===== config.mk =====
export PLATFORM = sky130hd
export DESIGN_NAME = redir_unit
export DESIGN_NICKNAME = d
export VERILOG_FILES = /design/src/rtl/redir_pkg.sv /design/src/rtl/redir_table.sv /design/src/rtl/redir_pending.sv /design/src/rtl/redir_arb.sv /design/src/rtl/redir_lowest.sv /design/src/rtl/redir_unit.sv
export SDC_FILE = /design/constraint.sdc
export NUM_CORES = 1
export LEC_CHECK = 0
export ABC_AREA = 1
export CAP_MARGIN = 30
export CORE_MARGIN = 2
export CORE_UTILIZATION = 35
export CTS_CLUSTER_DIAMETER = 30
export DETAILED_ROUTE_END_ITERATION = 12
export SLEW_MARGIN = 20
export SYNTH_ARGS = -nofsm -noshare
export SYNTH_HDL_FRONTEND = slang
export SYNTH_SLANG_ARGS = --single-unit

===== constraint.sdc =====
create_clock -name clk -period 35.3 [get_ports clk]
set_input_delay 7.06 -clock clk [delete_from_list [all_inputs] [get_ports clk]]
set_output_delay 7.06 -clock clk [all_outputs]
set_load 0.005 [all_outputs]

===== src/rtl/redir_pkg.sv =====
package redir_pkg;

    localparam int VEC_W    = 8;
    localparam int PRIO_W   = 4;
    localparam int DEST_MAX = 8;

    // entry word layout (software visible)
    localparam int F_VEC_LSB  = 0;
    localparam int F_PRIO_LSB = 8;
    localparam int F_DEST_LSB = 16;
    localparam int F_LOW_BIT  = 24;
    localparam int F_LVL_BIT  = 25;
    localparam int F_MSK_BIT  = 26;

    typedef struct packed {
        logic                masked;
        logic                level;
        logic                lowest;
        logic [DEST_MAX-1:0] dest;
        logic [PRIO_W-1:0]   prio;
        logic [VEC_W-1:0]    vector;
    } entry_t;

    localparam entry_t ENTRY_RST = '{masked: 1'b1, level: 1'b0, lowest: 1'b0,
                                     dest: '0, prio: '0, vector: '0};

    function automatic entry_t unpack_entry(input logic [31:0] w,
                                            input logic [DEST_MAX-1:0] keep);
        entry_t e;
        e.vector = w[F_VEC_LSB +: VEC_W];
        e.prio   = w[F_PRIO_LSB +: PRIO_W];
        e.dest   = w[F_DEST_LSB +: DEST_MAX] & keep;
        e.lowest = w[F_LOW_BIT];
        e.level  = w[F_LVL_BIT];
        e.masked = w[F_MSK_BIT];
        return e;
    endfunction

    function automatic logic [31:0] pack_entry(input entry_t e);
        logic [31:0] w;
        w = '0;
        w[F_VEC_LSB +: VEC_W]     = e.vector;
        w[F_PRIO_LSB +: PRIO_W]   = e.prio;
        w[F_DEST_LSB +: DEST_MAX] = e.dest;
        w[F_LOW_BIT]              = e.lowest;
        w[F_LVL_BIT]              = e.level;
        w[F_MSK_BIT]              = e.masked;
        return w;
    endfunction

endpackage


===== src/rtl/redir_table.sv =====
module redir_table
    import redir_pkg::*;
#(
    parameter int NUM_PINS = 24,
    parameter int NUM_CPU  = 4,
    localparam int IDX_W   = $clog2(NUM_PINS)
) (
    input  logic                      clk,
    input  logic                      rst_n,
    input  logic                      wr_en,
    input  logic [IDX_W-1:0]          wr_idx,
    input  logic [31:0]               wr_data,
    input  logic [IDX_W-1:0]          rd_idx,
    output logic [31:0]               rd_data,
    output entry_t [NUM_PINS-1:0]     ents
);

    localparam logic [DEST_MAX-1:0] KEEP = DEST_MAX'((32'd1 << NUM_CPU) - 32'd1);

    typedef struct packed {
        entry_t [NUM_PINS-1:0] ent;
    } state_t;

    state_t s_d, s_q;

    always_comb begin
        s_d = s_q;
        if (wr_en && (int'(wr_idx) < NUM_PINS)) begin
            s_d.ent[wr_idx] = unpack_entry(wr_data, KEEP);
        end
    end

    always_ff @(posedge clk or negedge rst_n) begin
        if (!rst_n) begin
            for (int i = 0; i < NUM_PINS; i++) begin
                s_q.ent[i] <= ENTRY_RST;
            end
        end else begin
            s_q <= s_d;
        end
    end

    assign rd_data = (int'(rd_idx) < NUM_PINS) ? pack_entry(s_q.ent[rd_idx]) : 32'd0;
    assign ents    = s_q.ent;

endmodule


===== src/rtl/redir_pending.sv =====
module redir_pending #(
    parameter int NUM_PINS = 24,
    localparam int IDX_W   = $clog2(NUM_PINS)
) (
    input  logic                clk,
    input  logic                rst_n,
    input  logic [NUM_PINS-1:0] pins,
    input  logic [NUM_PINS-1:0] level_cfg,
    input  logic [NUM_PINS-1:0] grant,
    input  logic                eoi_we,
    input  logic [IDX_W-1:0]    eoi_idx,
    output logic [NUM_PINS-1:0] req
);

    typedef struct packed {
        logic [NUM_PINS-1:0] prev;   // sampled line state
        logic [NUM_PINS-1:0] pend;   // latched rising edges
        logic [NUM_PINS-1:0] insvc;  // level lines awaiting end of service
    } state_t;

    state_t s_d, s_q;
    logic [NUM_PINS-1:0] rise;
    logic [NUM_PINS-1:0] eoi_clr;

    always_comb begin
        eoi_clr = '0;
        if (eoi_we && (int'(eoi_idx) < NUM_PINS)) begin
            eoi_clr[eoi_idx] = 1'b1;
        end
        rise       = pins & ~s_q.prev;
        s_d.prev   = pins;
        s_d.pend   = ((s_q.pend & ~grant) | rise) & ~level_cfg;
        s_d.insvc  = ((s_q.insvc & ~eoi_clr) | (grant & level_cfg)) & level_cfg;
    end

    always_ff @(posedge clk or negedge rst_n) begin
        if (!rst_n) begin
            s_q <= '0;
        end else begin
            s_q <= s_d;
        end
    end

    assign req = (s_q.pend & ~level_cfg) | (s_q.prev & level_cfg & ~s_q.insvc);

endmodule


===== src/rtl/redir_arb.sv =====
module redir_arb
    import redir_pkg::*;
#(
    parameter int NUM_PINS = 24,
    localparam int IDX_W   = $clog2(NUM_PINS)
) (
    input  logic [NUM_PINS-1:0]   elig,
    input  entry_t [NUM_PINS-1:0] ents,
    output logic                  any,
    output logic [IDX_W-1:0]      win_idx
);

    logic [PRIO_W-1:0] best;

    // strict comparison keeps the lower index on equal priority
    always_comb begin
        any     = 1'b0;
        win_idx = '0;
        best    = '0;
        for (int i = 0; i < NUM_PINS; i++) begin
            if (elig[i] && (!any || (ents[i].prio > best))) begin
                any     = 1'b1;
                win_idx = IDX_W'(i);
                best    = ents[i].prio;
            end
        end
    end

endmodule


===== src/rtl/redir_lowest.sv =====
module redir_lowest #(
    parameter int NUM_CPU = 4,
    parameter int TPR_W   = 4
) (
    input  logic [NUM_CPU-1:0]       cand,
    input  logic [NUM_CPU*TPR_W-1:0] tpr_flat,
    output logic [NUM_CPU-1:0]       pick
);

    logic [TPR_W-1:0] tpr [NUM_CPU];
    logic [TPR_W-1:0] best;
    logic             found;

    for (genvar g = 0; g < NUM_CPU; g++) begin : g_tpr
        assign tpr[g] = tpr_flat[g*TPR_W +: TPR_W];
    end

    always_comb begin
        found = 1'b0;
        best  = '0;
        pick  = '0;
        for (int c = 0; c < NUM_CPU; c++) begin
            if (cand[c] && (!found || (tpr[c] < best))) begin
                found   = 1'b1;
                best    = tpr[c];
                pick    = '0;
                pick[c] = 1'b1;
            end
        end
    end

endmodule


===== src/rtl/redir_unit.sv =====
module redir_unit
    import redir_pkg::*;
#(
    parameter int NUM_PINS = 24,
    parameter int NUM_CPU  = 4,
    parameter int TPR_W    = 4,
    localparam int IDX_W   = $clog2(NUM_PINS)
) (
    input  logic                      clk,
    input  logic                      rst_n,
    input  logic [NUM_PINS-1:0]       irq_pins,
    input  logic                      cfg_we,
    input  logic [IDX_W-1:0]          cfg_idx,
    input  logic [31:0]               cfg_wdata,
    output logic [31:0]               cfg_rdata,
    input  logic                      eoi_we,
    input  logic [IDX_W-1:0]          eoi_idx,
    input  logic [NUM_CPU*TPR_W-1:0]  cpu_tpr,
    output logic                      msg_valid,
    input  logic                      msg_ready,
    output logic [VEC_W-1:0]          msg_vector,
    output logic [NUM_CPU-1:0]        msg_dest,
    output logic                      msg_lowest,
    output logic [IDX_W-1:0]          msg_src
);

    typedef struct packed {
        logic               valid;
        logic [VEC_W-1:0]   vector;
        logic [NUM_CPU-1:0] dest;
        logic               lowest;
        logic [IDX_W-1:0]   src;
    } msg_t;

    entry_t [NUM_PINS-1:0] ents;
    logic [NUM_PINS-1:0]   level_cfg;
    logic [NUM_PINS-1:0]   req;
    logic [NUM_PINS-1:0]   elig;
    logic [NUM_PINS-1:0]   grant;
    logic                  any;
    logic [IDX_W-1:0]      win_idx;
    entry_t                win_ent;
    logic [NUM_CPU-1:0]    win_dest;
    logic [NUM_CPU-1:0]    low_pick;
    logic                  load;
    msg_t                  m_d, m_q;

    redir_table #(.NUM_PINS(NUM_PINS), .NUM_CPU(NUM_CPU)) u_table (
        .clk     (clk),
        .rst_n   (rst_n),
        .wr_en   (cfg_we),
        .wr_idx  (cfg_idx),
        .wr_data (cfg_wdata),
        .rd_idx  (cfg_idx),
        .rd_data (cfg_rdata),
        .ents    (ents)
    );

    for (genvar g = 0; g < NUM_PINS; g++) begin : g_line
        assign level_cfg[g] = ents[g].level;
        assign elig[g]      = req[g] & ~ents[g].masked;
    end

    redir_pending #(.NUM_PINS(NUM_PINS)) u_pend (
        .clk       (clk),
        .rst_n     (rst_n),
        .pins      (irq_pins),
        .level_cfg (level_cfg),
        .grant     (grant),
        .eoi_we    (eoi_we),
        .eoi_idx   (eoi_idx),
        .req       (req)
    );

    redir_arb #(.NUM_PINS(NUM_PINS)) u_arb (
        .elig    (elig),
        .ents    (ents),
        .any     (any),
        .win_idx (win_idx)
    );

    assign win_ent  = ents[win_idx];
    assign win_dest = NUM_CPU'(win_ent.dest);

    redir_lowest #(.NUM_CPU(NUM_CPU), .TPR_W(TPR_W)) u_low (
        .cand     (win_dest),
        .tpr_flat (cpu_tpr),
        .pick     (low_pick)
    );

    always_comb begin
        m_d   = m_q;
        grant = '0;
        load  = any && (!m_q.valid || msg_ready);
        if (m_q.valid && msg_ready) begin
            m_d.valid = 1'b0;
        end
        if (load) begin
            grant[win_idx] = 1'b1;
            m_d.valid      = 1'b1;
            m_d.vector     = win_ent.vector;
            m_d.lowest     = win_ent.lowest;
            m_d.dest       = win_ent.lowest ? low_pick : win_dest;
            m_d.src        = win_idx;
        end
    end

    always_ff @(posedge clk or negedge rst_n) begin
        if (!rst_n) begin
            m_q <= '0;
        end else begin
            m_q <= m_d;
        end
    end

    assign msg_valid  = m_q.valid;
    assign msg_vector = m_q.vector;
    assign msg_dest   = m_q.dest;
    assign msg_lowest = m_q.lowest;
    assign msg_src    = m_q.src;

endmodule


# --- After elaboration in Yosys (flattened, before gate mapping) ---
# Cells that the tools add are included.
word_totals:
  output_inout_bits: 51
  wordCells: 436
  ff_bits: 643
  inputBits: 87
op_classes:
  magnitude_cmp: 34
  bitwise_logic: 65
  n_reduce_logical: 88
  n_mux: 97
ops:
  columns: ["operator", "count"]
  rows:
  - ["552-bit bitwise mux", 1]
  - ["23-bit binary-select mux with 5-bit select", 2]
  - ["24-bit AND", 9]
  - ["4-bit 2-to-1 mux", 38]
  - ["24-bit inverter", 5]
  - ["23-bit demux with 5-bit select", 1]
  - ["4-bit greater-than comparator", 23]
  - ["24-bit bitwise OR", 3]
  - ["24-bit 2-to-1 mux", 2]
  - ["23-bit 2-to-1 mux", 2]
  - ["5-bit 2-to-1 mux", 8]
  - ["1-bit logical AND", 33]
  - ["1-bit 2-to-1 mux", 32]
  - ["1-bit logical NOT", 27]
  - ["1-bit logical OR", 27]
  - ["27-bit 2-to-1 mux", 1]
  - ["1-bit AND", 24]
  - ["1-bit inverter", 24]
  - ["21-bit 2-to-1 mux", 1]
  - ["19-bit 2-to-1 mux", 1]
  - ["5-bit by 6-bit < comparator with 1-bit output, second input constant", 3]
  - ["5-bit by 1-bit greater-or-equal comparator with 1-bit output, second input constant", 3]
  - ["4-bit < comparator", 3]
  - ["3-bit 2-to-1 mux", 4]
  - ["other kinds (4)", 7]

# --- Longest topological paths before layout ---
# Gate-level depths: netlist of the first run.
depth:
  depth_word: 114
  ltp_mapped: 281
  depth_no_buf: 275

# --- Hierarchy ---
# Synthesis of the first run repeated with hierarchy kept, for this count alone.
unflattened:
  cells_unflattened: 4719
  area_unflattened_um2: 34296.6
by_module_without_submodules:
  columns: ["mod", "n_inst", "seq_area_each_um2", "area_each_um2", "cells_per_inst"]
  rows:
  - ["redir_table", 1, 11441.0, 22626.7, 2728]
  - ["redir_arb", 1, 0.0, 4404.2, 812]
  - ["redir_unit", 1, 475.5, 3727.3, 762]
  - ["redir_pending", 1, 1801.7, 3045.4, 335]
  - ["redir_lowest", 1, 0.0, 493.0, 82]

# --- Worst setup path before layout of the first run ---
# OpenSTA, ideal clock, no wires.
synth_path:
  path_kind: "register to register"
  start: "reg u_table.s_q (netlist bit u_table.ents[21])"
  end: "reg m_q (netlist bit msg_dest[1])"
  slack_ns: 8.185
  synth_period_minus_slack_ns: 27.115
  path_stages_with_launch: 271
  t_arrival_ns: 26.994
  setup_ns: 0.121
  required_time_ns: 35.179
  n_path_buf: 6
  path_cell_list: "dfrtp_1 nor2_1 nor2_1 nand2_2 nor2_1 inv_1 ha_1 nand2_1 inv_2 nand2_1 nand2_1 nand2_1 nand2_1 nand2_2 o21ai_0 ha_1 inv_1 nor2_1 [235 not listed] nand2_1 nand2_2 nand2_2 o21ai_0 ha_1 a21oi_1 nand2_1 nand2_2 nand2_4 nand2_1 o21ai_1 ha_1 a21oi_1 nand2_1 nand2_1 nand2_2 nand2_1 nand2_1"
synth_between:
  elab_chain_cells: 113
  word_cells_on_any_way: 193
  classes_between: "order compare: 26; mux: 82; bitwise: 6; reduce/logical: 79"
synth_rtl:
  columns: ["element", "line", "rtl"]
  rows:
  - ["start, declared", "redir_table.sv:24", "state_t s_d, s_q;"]
  - ["24-bit AND / 24-bit inverter (equally long branches)", "redir_pending.sv:44", "assign req = (s_q.pend & ~level_cfg) | (s_q.prev & level_cfg & ~s_q.insvc);"]
  - ["24-bit AND", "redir_pending.sv:44", null]
  - ["24-bit bitwise OR (*)", "redir_pending.sv:44", null]
  - ["1-bit AND (*)", "redir_unit.sv:61", "assign elig[g] = req[g] & ~ents[g].masked;"]
  - ["4-bit 2-to-1 mux / 1-bit 2-to-1 mux (equally long branches)", "redir_arb.sv:21", "if (elig[i] && (!any || (ents[i].prio > best))) begin"]
  - ["4-bit greater-than comparator / 1-bit logical NOT (equally long branches)", "redir_arb.sv:21", null]
  - ["1-bit logical OR", "redir_arb.sv:21", null]
  - ["1-bit logical AND", "redir_arb.sv:21", null]
  - ["[97 not listed]", null, null]
  - ["1-bit logical OR", "redir_lowest.sv:23", "if (cand[c] && (!found || (tpr[c] < best))) begin"]
  - ["1-bit logical AND", "redir_lowest.sv:23", null]
  - ["4-bit 2-to-1 mux / 1-bit 2-to-1 mux (equally long branches)", "redir_lowest.sv:23", null]
  - ["4-bit < comparator / 1-bit logical NOT (equally long branches)", "redir_lowest.sv:23", null]
  - ["1-bit logical OR", "redir_lowest.sv:23", null]
  - ["1-bit logical AND", "redir_lowest.sv:23", null]
  - ["4-bit 2-to-1 mux", "redir_lowest.sv:23", null]
  - ["4-bit 2-to-1 mux", "redir_unit.sv:103", "m_d.dest = win_ent.lowest ? low_pick : win_dest;"]
  - ["end signal, assigned", "redir_unit.sv:112", "m_q <= m_d;"]
  - ["end, declared", "redir_unit.sv:46", "msg_t m_d, m_q;"]
# Every way passes the cells marked *; elsewhere a longest branch is shown, timed or not. The select of a mux whose other input is x is not followed.
# A chain may end at the register's enable or synchronous reset.

# --- Final worst setup path of the first run ---
layout_path:
  start: "reg u_table.s_q (netlist bit u_table.ents[21])"
  end: "reg m_q (netlist bit msg_dest[0])"
# Same word-level chain as after synthesis.

==> flow_metrics.py, run 1 <==
metrics = {
    "global_routing": {
        "grt.total_usage_pct": 24.6,
        "overflow": 0,
        "grt_pass1_vias": 28000,
        "antenna_found_initial": 0,
        "grt_pass1_wl_mm": 170,
        "grt_max_degree": 85,
    },
    "logic_synthesis": {
        "synth_top_area_cell": "dfrtp_1",
        "syn_area_per_cell_um2": 7.77,
        "yosysWarnings": 0,
        "netlist_instances": 3950,
        "ys_seq_elements": 547,
        "synth.top_cell.area_share_pct": 42.6,
        "synth_area_leaders": "dfrtp_1 (43%), nand2_1 (11%), o21ai_0 (11%)",
        "synthArstFlopShare_pct": 100,
        "synth_seq_area_share_pct": 44.7,
        "synth_edf_count": 0,
        "synth_cell_types": 57,
        "syn_area_um2": 30700,
        "synthFlopType": "dfrtp_1",
    },
    "clock_network": {
        "cts-root-buf": "clkbuf_16",
        "clock-sinks": 547,
        "cts_buffer_depth": 3,
        "cts_tree": "built",
        "path_clk_slew_ns": 0.05,
        "clk_latency_ns": 0.68,
        "htreeDepth": 3,
        "numCtsBuffers": 117,
    },
    "layout": {
        "mostFrequentLayoutCells": "nand2_1 (902), o21ai_0 (648), dfrtp_1 (523)",
        "drive_above_1_share_pct": 10.6,
        "final_common_cell": "nand2_1",
        "filler_cell_count": 8739,
        "final_util_pct": 42.5,
        "final_nets": 4167,
        "insertedDiodeCount": 0,
        "syn2layout_area_growth_pct": 20.4,
    },
    "timing": {
        "drv_slew": 0,
        "rsz0062_at_grt": "no",
        "tightest_slew_ns": 1.08,
        "tns_ns": 0,
        "finClkSkew_ns": 0.0170,
        "setup_viol": 0,
        "final.period_utilization_pct": 89.3,
        "hold_viol": 0,
        "slew-limit-headroom_pct": 27.7,
        "fmax_mhz": 31.7,
        "fin_crit_ns": 31.53,
    },
    "setup_path": {
        "worstPathArrival_ns": 32.09,
        "cp.required_ns": 35.86,
        "crit_path_start_kind": "flip-flop",
        "crit_fanout": 24,
        "criticalPathCategory": "flip-flop to flip-flop",
        "cpPeakStageDelay_ns": 0.61,
        "critPathCaptureType": "flip-flop",
        "cp_common_cell": "nand2_1",
        "cp_slowest_cell": "nor2_2",
    },
    "drt": {
        "vias_per_cell": 5.55,
        "drc": 0,
        "dr.pass1.iters": 6,
        "drt-initial-drc-count": 2795,
        "ant_nets": 0,
        "wl_mm": 112,
        "wl_per_cell_um": 21.3,
        "vias": 29100,
    },
    "floorplanning": {
        "rows": 108,
        "start_util_pct": 35.3,
        "dieHeight_um": 300,
        "coreArea_um2": 86900,
        "fp.dieArea_um2": 90100,
        "dieWidth_um": 300,
        "ioPinCount": 138,
    },
    "run_status": {
        "outcome": "finished clean",
    },
    "place": {
        "hpwl_mm": 70.6,
        "gp_congestion": 0.898,
        "io_buffers": 111,
    },
    "hold_path": {
        "hold_class": "flip-flop to flip-flop",
    },
    "job": {
        "cap_viol_max_count": 0,
    },
}
[cell type report]
class / instances / area [um2] / share of cell area (%)
multi-input combinational: 2700 / 14300 / 38.6
tap: 1155 / 1450 / 3.91
sequential: 547 / 13700 / 37.1
clock inverter: 57 / 678 / 1.83
inverter: 451 / 1710 / 4.62
timing repair buffer: 178 / 1730 / 4.68
clock buffer: 164 / 3430 / 9.28
[critical path: cells and delay by family, from the launching register on]
family                   cells  cell delay, ns
AND/OR/NAND/NOR            155           14.93
buffers and inverters       22            1.28
adder cells (fa/ha/maj)     26            7.93
AO/OA/AOI/OAI               53            6.86
flip-flops                   1            0.41
[per-layer routing]
layer	share of wire (%)	GRT usage, %	vias to the layer above
li1	-	-	13500
met1	43	33.8	14100
met2	44	38.1	1325
met3	8.9	5.17	261
met4	3.7	9.45	0
met5	0	0	-
[path summary, 6_finish.rpt]
| kind | from | to | slack (ns) | cells past startpoint |
|---|---|---|---|---|
| hold / removal | u_table.ents[369] | u_table.ents[369] | 0.48 | 2 |
| min in group asynchronous | rst_n | msg_vector[3] | 6.39 | 1 |
| setup reg to reg | u_table.ents[21] | msg_dest[0] | 3.77 | 256 |
| max in group asynchronous | rst_n | u_pend.s_q[63] | 26.78 | 3 |
| hold reg to reg | u_table.ents[369] | u_table.ents[369] | 0.48 | 2 |
| setup / recovery | u_table.ents[21] | msg_dest[0] | 3.77 | 256 |
[Yosys cell counts, types with 3 or more instances]
master / instances
a211oi_1: 3
a21oi_1: 83
a221o_1: 6
a221oi_1: 37
a22o_1: 4
a22oi_1: 73
a31oi_1: 4
buf_1: 11
buf_4: 14
buf_6: 9
clkbuf_1: 225
dfrtp_1: 523
dfstp_2: 24
ha_1: 85
inv_1: 433
inv_2: 17
nand2_1: 906
nand2_2: 53
nand2_4: 12
nand3_1: 249
nand3_2: 7
nand3b_1: 6
nand4_1: 51
nor2_1: 137
nor2_2: 4
nor3_1: 13
o211ai_1: 12
o21ai_0: 658
o21ai_1: 12
o21bai_1: 20
o221ai_1: 54
o22ai_1: 150
o311ai_0: 12
or2_1: 3
or2_2: 9
[state kept, by name, summed over array words and instances (netlist names)]
| signal | count |
|---|---|
| msg_dest | 4 |
| msg_lowest | 1 |
| msg_src | 5 |
| msg_valid | 1 |
| msg_vector | 8 |
| u_pend.s_q | 72 |
| u_table.ents | 456 |
[repair_timing]
action / in CTS / in global routing
setup buffers: 0 / 2
resized for setup: 0 / 22
hold buffers: 0 / 0
endpoints found under the setup margin: 0 / 4
[logic make-up after synthesis]
kind of cell | synth area share [%]
AOI/OAI and AO/OA | 21.9
adders and majority gates | 3.47
buffers and inverters | 9.25
DFF | 44.7
other | 0.0122
and+or+nand+nor | 20.7
[metrics by stage]
| step | cells | setup slack, ns | hold WS, ns | cell area (um2) |
|---|---|---|---|---|
| finish | 5252 | 3.77 | 0.481 | 37000 |
| global route | 5252 | 0.0399 | 0.499 | 37000 |
| CTS | 5245 | 2.97 | 0.484 | 36800 |
| detailed placement | 5024 | 3.18 | 0.469 | 32700 |
| global placement | 5020 | 3.42 | 0.466 | 32600 |
| floorplan | 3962 | 8.18 | 0.453 | 30700 |
Power of run 1 is not shown: default switching activity piles up to over one toggle a cycle in this logic, so the estimate is an artifact.
==> inputs of run 2 (changes only) <==
Settings changed: CAP_MARGIN 30 to 10.
==> flow_metrics.py, run 2 (synthesized netlist as in run 1, its figures left out) <==
metrics = {
    "global_routing": {
        "overflow": 0,
        "grt_pass1_vias": 28100,
        "grt.total_usage_pct": 24.5,
        "grt_max_degree": 85,
        "antenna_found_initial": 0,
        "grt_pass1_wl_mm": 169,
    },
    "setup_path": {
        "crit_cells": 258,
        "crit_family": "simple AND/OR/NAND/NOR gates",
        "cp_common_cell": "nand2_1",
        "cp_slowest_cell": "nor2_2",
        "r2r_setup_slack_ns": 3.54,
        "cp.required_ns": 35.87,
        "cpPeakStageDelay_ns": 0.54,
        "criticalPathCategory": "flip-flop to flip-flop",
        "crit_buf_inv": 25,
        "crit_fanout": 24,
        "r2r-start": "u_table.ents[21]",
        "r2r.worst_path.cells": 258,
        "critPathCaptureType": "flip-flop",
        "worstPathArrival_ns": 32.34,
        "reg2reg_to": "msg_dest[0]",
        "crit_path_start_kind": "flip-flop",
        "crit_end": "msg_dest[0]",
        "worstSetupStartpoint": "u_table.ents[21]",
    },
    "job": {
        "cap_viol_max_count": 0,
    },
    "floorplanning": {
        "rows": 108,
        "coreArea_um2": 86900,
        "fp.dieArea_um2": 90100,
        "ioPinCount": 138,
        "dieHeight_um": 300,
        "dieWidth_um": 300,
        "start_util_pct": 35.3,
    },
    "place": {
        "place_ws_ns": 3.27,
        "io_buffers": 111,
        "dpl.cell_count": 5020,
        "gp_congestion": 0.898,
        "hpwl_mm": 70.1,
    },
    "layout": {
        "mostFrequentLayoutCells": "nand2_1 (902), o21ai_0 (651), dfrtp_1 (523)",
        "final_cell_count_no_fill": 5246,
        "drive_above_1_share_pct": 10.5,
        "final_nets": 4159,
        "final_common_cell": "nand2_1",
        "largest_register_ffs": 456,
        "syn2layout_area_growth_pct": 19.9,
        "insertedDiodeCount": 0,
    },
    "drt": {
        "drt-initial-drc-count": 2997,
        "vias_per_cell": 5.56,
        "wl_mm": 112,
        "wl_per_cell_um": 21.3,
        "drc": 0,
        "vias": 29200,
        "dr.pass1.iters": 8,
        "ant_nets": 0,
    },
    "clock_network": {
        "cts-root-buf": "clkbuf_16",
        "cts_tree": "built",
        "path_clk_slew_ns": 0.05,
        "cts-hold-fix-buffers": 0,
        "clk_latency_ns": 0.69,
        "clock-sinks": 547,
        "htreeDepth": 3,
        "numCtsBuffers": 118,
        "cts_buffer_depth": 3,
    },
    "run_status": {
        "outcome": "finished clean",
    },
    "timing": {
        "tns_ns": 0,
        "fin_crit_ns": 31.76,
        "final.period_utilization_pct": 90.0,
        "hold_viol": 0,
        "hold_slack_ns": 0.480,
        "layout_setup_ws_ns": 3.54,
        "finClkSkew_ns": 0.0307,
        "drv_slew": 0,
        "tightest_slew_ns": 1.21,
        "slew-limit-headroom_pct": 19.1,
        "setup_viol": 0,
        "fmax_mhz": 31.5,
    },
    "hold_path": {
        "hold_class": "flip-flop to flip-flop",
    },
}
## run 2: changes by cell type in the layout (fill, tap and decap cells not counted), moves of 2 or more
| cell | change |
|---|---|
| clkbuf_8 | -7 |
| clkinvlp_4 | +5 |
| buf_16 | -4 |
| buf_8 | -3 |
| clkinv_2 | +3 |
| o21ai_0 | +3 |
| o21ai_1 | -3 |
| clkbuf_1 | -2 |
| clkbuf_16 | +2 |
## run 2: layout make-up
| cell class | instances | area [um2] |
|---|---|---|
| Multi-Input combinational cell | 2700 | 14200 |
| Timing Repair Buffer | 169 | 1550 |
| Sequential cell | 547 | 13700 |
| Clock inverter | 67 | 762 |
| Inverter | 451 | 1700 |
| Clock buffer | 157 | 3370 |
| Fill cell | 8758 | 50100 |
| Tap cell | 1155 | 1450 |
## run 2: metrics by stage
step | util [%] | cell area, um2
final | 42.3 | 36800
after global routing | 42.3 | 36800
after CTS | 42.3 | 36800
after detailed placement | 37.5 | 32600
after global placement | 37.5 | 32600
after floorplan | - | 30700
## run 2: worst min-delay path by stage
stage                                  from                 to  cells after the start
final                     u_table.ents[534]  u_table.ents[534]                      2
after global routing        u_table.ents[5]    u_table.ents[5]                      2
after CTS                 u_table.ents[164]  u_table.ents[164]                      2
after detailed placement  u_table.ents[164]  u_table.ents[164]                      2
after global placement     u_table.ents[30]   u_table.ents[30]                      2
after floorplan             u_table.ents[0]    u_table.ents[0]                      2
## run 2: metal layers
layer,GRT usage (%),vias to the layer above,part of all wire (%)
li1,-,13500,-
met2,38.2,1310,44
met5,0,-,0
met1,33.5,14100,43
met4,10.2,0,4.0
met3,4.54,279,8.4
## run 2: repair_timing
item                                    4_1_cts  5_1_grt
buffers inserted                              0        2
gates resized for setup                       0       14
endpoints found under the setup margin        0        4
## run 2: worst reg2reg max path, delay by kind of cell, from the launching register on
family / cells / cell delay (ns)
compound gates: 51 / 6.81
fa+ha+maj: 26 / 7.95
buf+inv: 25 / 1.72
flops: 1 / 0.40
simple gates: 156 / 14.83
Power of run 2 is left out for the same reason.
